`src/rtl/wrpoll_pkg.sv`:
```
package wrpoll_pkg;
  localparam int unsigned WRP_DATA_W = 8;
  typedef enum logic [0:0] {SRC_ARRAY = 1'b0, SRC_STATUS = 1'b1} wrp_src_e;
endpackage

```
`src/rtl/wrp_strobe_merge.sv`:
```
module wrp_strobe_merge (
  input  logic oe_rd,
  input  logic ce_rd,
  input  logic prog_busy,
  output logic rd_any,
  output logic rd_busy
);
  always_comb begin
    rd_any  = oe_rd | ce_rd;
    rd_busy = rd_any & prog_busy;
  end
endmodule

```
`src/rtl/wrp_toggle.sv`:
```
module wrp_toggle (
  input  logic clk,
  input  logic rst_n,
  input  logic adv_en,
  output logic tog_q
);
  logic tog_d;

  always_comb begin
    tog_d = tog_q;
    if (adv_en) tog_d = ~tog_q;
  end

  always_ff @(posedge clk or negedge rst_n) begin
    if (!rst_n) tog_q <= 1'b0;
    else        tog_q <= tog_d;
  end
endmodule

```
`src/rtl/wrp_out_sel.sv`:
```
module wrp_out_sel
  import wrpoll_pkg::*;
#(
  parameter int unsigned DATA_W = WRP_DATA_W
) (
  input  logic              clk,
  input  logic              rst_n,
  input  logic              load_en,
  input  wrp_src_e          src,
  input  logic              tog_val,
  input  logic [DATA_W-1:0] last_wr,
  input  logic [DATA_W-1:0] arr_data,
  output logic [DATA_W-1:0] out_q
);
  localparam int unsigned POLL_IDX = DATA_W - 1;
  localparam int unsigned TOG_IDX  = DATA_W - 2;

  logic [DATA_W-1:0] status_w;
  logic [DATA_W-1:0] out_d;

  genvar gi;
  generate
    for (gi = 0; gi < DATA_W; gi++) begin : g_bit
      if (gi == POLL_IDX) begin : g_poll
        assign status_w[gi] = ~last_wr[gi];
      end else if (gi == TOG_IDX) begin : g_tog
        assign status_w[gi] = tog_val;
      end else begin : g_echo
        assign status_w[gi] = last_wr[gi];
      end
    end
  endgenerate

  always_comb begin
    out_d = out_q;
    if (load_en) out_d = (src == SRC_STATUS) ? status_w : arr_data;
  end

  always_ff @(posedge clk or negedge rst_n) begin
    if (!rst_n) out_q <= '0;
    else        out_q <= out_d;
  end
endmodule

```
`src/rtl/wrpoll_status.sv`:
```
module wrpoll_status
  import wrpoll_pkg::*;
#(
  parameter int unsigned DATA_W = WRP_DATA_W
) (
  input  logic              clk,
  input  logic              rst_n,
  input  logic              prog_busy,
  input  logic              oe_rd,
  input  logic              ce_rd,
  input  logic [DATA_W-1:0] last_wr_byte,
  input  logic [DATA_W-1:0] array_rd_data,
  output logic [DATA_W-1:0] host_rd_data
);
  logic     rd_any;
  logic     rd_busy;
  logic     tog_q;
  wrp_src_e src_sel;

  assign src_sel = prog_busy ? SRC_STATUS : SRC_ARRAY;

  wrp_strobe_merge u_strobe (
    .oe_rd     (oe_rd),
    .ce_rd     (ce_rd),
    .prog_busy (prog_busy),
    .rd_any    (rd_any),
    .rd_busy   (rd_busy)
  );

  wrp_toggle u_tog (
    .clk    (clk),
    .rst_n  (rst_n),
    .adv_en (rd_busy),
    .tog_q  (tog_q)
  );

  wrp_out_sel #(.DATA_W(DATA_W)) u_out (
    .clk      (clk),
    .rst_n    (rst_n),
    .load_en  (rd_any),
    .src      (src_sel),
    .tog_val  (tog_q),
    .last_wr  (last_wr_byte),
    .arr_data (array_rd_data),
    .out_q    (host_rd_data)
  );
endmodule

```
`config.mk`:
```
export PLATFORM = sky130hd
export DESIGN_NAME = wrpoll_status
export DESIGN_NICKNAME = d
export VERILOG_FILES = /design/src/rtl/wrpoll_pkg.sv /design/src/rtl/wrp_strobe_merge.sv /design/src/rtl/wrp_toggle.sv /design/src/rtl/wrp_out_sel.sv /design/src/rtl/wrpoll_status.sv
export SDC_FILE = /design/constraint.sdc
export NUM_CORES = 1
export LEC_CHECK = 0
export ABC_AREA = 1
export BUFFER_PORTS_ARGS = -buffer_cell sky130_fd_sc_hd__buf_2
export CORE_AREA = 2 2 39 41
export CTS_BUF_LIST = sky130_fd_sc_hd__clkbuf_2 sky130_fd_sc_hd__clkbuf_4 sky130_fd_sc_hd__clkbuf_8
export DETAILED_ROUTE_END_ITERATION = 16
export DIE_AREA = 0 0 41 43
export GPL_TIMING_DRIVEN = 0
export PLACE_DENSITY = 0.82
export REMOVE_ABC_BUFFERS = 1
export SYNTH_ARGS = -nofsm -noshare
export SYNTH_HDL_FRONTEND = slang
export SYNTH_HIERARCHICAL = 1
export SYNTH_SLANG_ARGS = --single-unit
export TNS_END_PERCENT = 1
```
`constraint.sdc`:
```
create_clock -name clk -period 0.9 [get_ports clk]
set_input_delay 0.18 -clock clk [delete_from_list [all_inputs] [get_ports clk]]
set_output_delay 0.18 -clock clk [all_outputs]
set_load 0.03 [all_outputs]
```
## Word-level counts from Yosys, hierarchy flattened

Cells that the tools add are included.

| word-level totals | value |
|---|---|
| word-level logic and storage cells | 8 |
| flip-flop bits (word level) | 9 |
| output and inout port bits | 8 |
| input port bits | 21 |

| cells by class | value |
|---|---|
| bitwise logic cells | 4 |
| muxes and demuxes | 2 |

Operators by type and width:

| cell | count |
|---|---|
| $mux 8 | 1 |
| $not 1->1 | 2 |
| $and 1x1->1 | 1 |
| $mux 1 | 1 |
| $or 1x1->1 | 1 |

## Depth between registers and ports, before layout

| logic depth | value |
|---|---|
| word-level depth | 2 |
| gate-level depth with buffers | 6 |
| depth with buffers taken out | 5 |

## Cells and area by module

Netlist, hierarchy kept.

By module, submodules not included:

| module | area each (um^2) | instances | sequential area each (um^2) | cells an instance |
|---|---|---|---|---|
| wrp_out_sel | 447.9 | 1 | 200.2 | 66 |
| wrp_toggle | 43.8 | 1 | 25.0 | 6 |
| wrp_strobe_merge | 17.5 | 1 | 0.0 | 4 |

## Least setup slack after synthesis

OpenSTA, ideal clock, no wires.

| timing path | value |
|---|---|
| path type | register -> register |
| start point | register, netlist name u_out/out_q[7] |
| end point | register u_out.out_q[7] |
| arrival | 634 ps |
| cell stages (with the launch flop) | 3 |
| path slack | 147 ps |
| data required time | 781 ps |
| setup time | 119 ps |
| clock period less this slack | 753 ps |
| path buffers | 0 |
| path through | dfrtp_1 > nand2_1 > o21ai_2 |

RTL lines:

| element | line | source |
|---|---|---|
| to (signal assigned) | wrp_out_sel.sv:41 | `else out_q <= out_d;` |
| to (decl) | wrp_out_sel.sv:13 | `output logic [DATA_W-1:0] out_q` |

## Worst setup path after layout

| timing path | value |
|---|---|
| start point | register u_out.out_q[1] |
| end point | output port host_rd_data[1] |

RTL lines:

| element | line | source |
|---|---|---|
| to (decl) | wrpoll_status.sv:13 | `output logic [DATA_W-1:0] host_rd_data` |

No word-level cell between the ends.

==> flow_summary.ini <==
[logic_synthesis]
yosysTopAreaCell = dfrtp_1
synthSimpleGateAreaFrac = 0.351
ys_async_sr_fraction = 1.00
synth_area_um2 = 509
syn_inst = 76
synth_xor_area_frac = 0
ys_ff_latch = 9
synth_area_leaders = dfrtp_1, nand2_1, inv_1, nand3_1, buf_6
synth-warning-count = 6
yosys.area.top_type_share = 0.442
synth_flop_cell = dfrtp_1
synth-seq-area-share = 0.442
synth_compound_area_frac = 0.0172
synth_edf_count = 0
synth.most_common_cell = nand2_1
synth_mux_area_frac = 0
synth_cell_types = 12
syn_area_per_cell_um2 = 6.70
synth_top_family_by_area = simple AND/OR/NAND/NOR gates
yosys-top-cells-count = nand2_1, inv_1, dfrtp_1, nand3_1, nor2_1
synth_fa_ha_area_frac = 0

[drt]
wl_um = 1320
drc_errors = 0
dr.pass1.iters = 5
ant_nets = 0
initialDrtViolationCount = 22
vias = 574
wl_per_cell_um = 10.7
vias_per_cell = 4.67

[setup_path]
crit_type = flop to primary output
r2r_slack_ns = 0.13
critical_path_buf_inv_count = 1
cp.arrival_ns = 0.81
end_kind = primary output
worstPathRequired_ns = 0.72
path_cells = buf_6
r2r_start = u_tog/tog_q
cp-start-kind = flop
slowest_delay_ns = 0.40
slowest_stage = dfrtp_1
rr_worst_depth = 4
cp_max_fo = 2
reg2reg_to = u_out/out_q[6]
crit_family = flip-flops

[timing]
layout_setup_ws_ns = -0.0916
worst_hold_slack_ns = 0.190
setup_tns_ns = -0.646
tightest_slew_ns = 0.292
clock_skew_ns = 0.0000869
slew_violations = 0
max_freq_ghz = 1.01
relSlewSlack = 0.805
setup_violations = 8
hold_viol_final = 0
rsz0062_at_grt = yes
final.min_clock_period_ns = 0.992
period_share = 1.10

[clocking]
cts_made_buffers = 3
htreeDepth = 1
clockBufferDepth = 2
root_buffer = clkbuf_4
clk_latency_ns = 0.26
clkTransAtPathRegs_ns = 0.06
cts_sinks = 9
cts_tree = done

[worst_hold_path]
hold_path_end = u_out/out_q[7]
worstHoldStart = array_rd_data[7]
hold_class = primary input to flop
hold-path-cell-count = 3

[floorplanning]
core_area_um2 = 1380
die_y_um = 43
initial_core_util = 0.368
row_count = 14
die_width_um = 41
ios = 29
fp.dieArea_um2 = 1760

[global_route]
antenna_found_initial = 0
grt_pass1_vias = 498
gr-total-overflow = 0
grt_pass1_wl_um = 2040
grt_start_max_net_pins = 12
grt_usage = 0.175

[layout]
drive_gt1_frac = 0.346
fin_util = 0.535
fillers = 137
antenna_cells = 0
layout.nets = 129
multiInputGateArea_um2 = 188
finalInstanceArea_um2 = 741
regArea_um2 = 225
area_growth_pct = 45.5

[status]
outcome = finished, violations left
violations = setup timing

[flow_run]
drv_cap = 0

[placement]
dpl_cell_area_um2 = 646
port-buffer-count = 27
gp_congestion = 0.730
post-place-ws_ns = -0.0219
dpl.hpwl_um = 856

[power_and_ir_drop]
powerDensity_nw_per_um2 = 1580
vdd_drop_max_mv = 0.786
leakagePower_nw = 0.471
-- worst max path at each step --
stage	start	to	slack, ns	cells past startpoint
after floorplan	u_out/out_q[7]	u_out/out_q[7]	0.15	2
after global placement	ce_rd	u_out/out_q[7]	-0.03	6
after detailed placement	ce_rd	u_out/out_q[7]	-0.02	6
after CTS	u_out/out_q[0]	host_rd_data[0]	-0.09	1
after global routing	u_out/out_q[1]	host_rd_data[1]	-0.13	1
final	u_out/out_q[1]	host_rd_data[1]	-0.09	1
-- per-layer routing --
metal | vias up | wire, um | GRT usage | share of wire
li1 | 279 | - | - | -
met1 | 263 | 496 | 0.188 | 0.38
met2 | 28 | 723 | 0.294 | 0.55
met3 | 4 | 84 | 0.0471 | 0.064
met4 | 0 | 13 | 0.0867 | 0.0099
met5 | - | 0 | 0 | 0
-- final cells by class --
class,instances,share of cell area
clock inverter,1,0.00676
sequential,9,0.304
clock buffer,3,0.0304
inverter,20,0.105
tap,16,0.0270
timing repair buffer,29,0.274
multi-input combinational,45,0.253
-- registers in the layout, summed over array words and instances, names as in the netlist --
| name | flops |
|---|---|
| u_out/out_q | 8 |
| u_tog/tog_q | 1 |
-- per-stage QoR --
step	total power, W	cells
floorplan	0.000663	74
global placement	0.000770	117
detailed placement	0.000780	117
CTS	0.00117	123
global route	0.00124	123
finish	0.00117	123
-- logic make-up (layout without fill, tap and decap cells) --
logic type / after synthesis / count (layout)
simple gates: 44 / 44
flops: 9 / 9
compound gates: 1 / 1
buf+inv: 22 / 53
-- power by group --
part / total (W) / switching [W] / internal (W)
sequential: 0.000493 / 0.0000397 / 0.000453
combinational: 0.000355 / 0.000201 / 0.000154
clock: 0.000323 / 0.000158 / 0.000164
-- layout by cell type, fill, tap and decap left out --
cell / instances
nand2_1: 33
buf_2: 19
inv_1: 18
dfrtp_1: 9
buf_6: 8
nand3_1: 7
clkbuf_4: 3
nor2_1: 2
clkinv_2: 1
dlygate4sd3_1: 1
inv_4: 1
inv_2: 1
nand2_2: 1
o21ai_2: 1
buf_4: 1
nor2_2: 1
-- repair_timing --
| item | 4_1_cts | 5_1_grt |
|---|---|---|
| resized for setup | 16 | 0 |
| hold endpoints to repair | 9 | 0 |
| hold buffers | 1 | 0 |
| setup buffers | 1 | 0 |
| setup endpoints to repair | 8 | 8 |
Power figures use the tool's default switching activity.
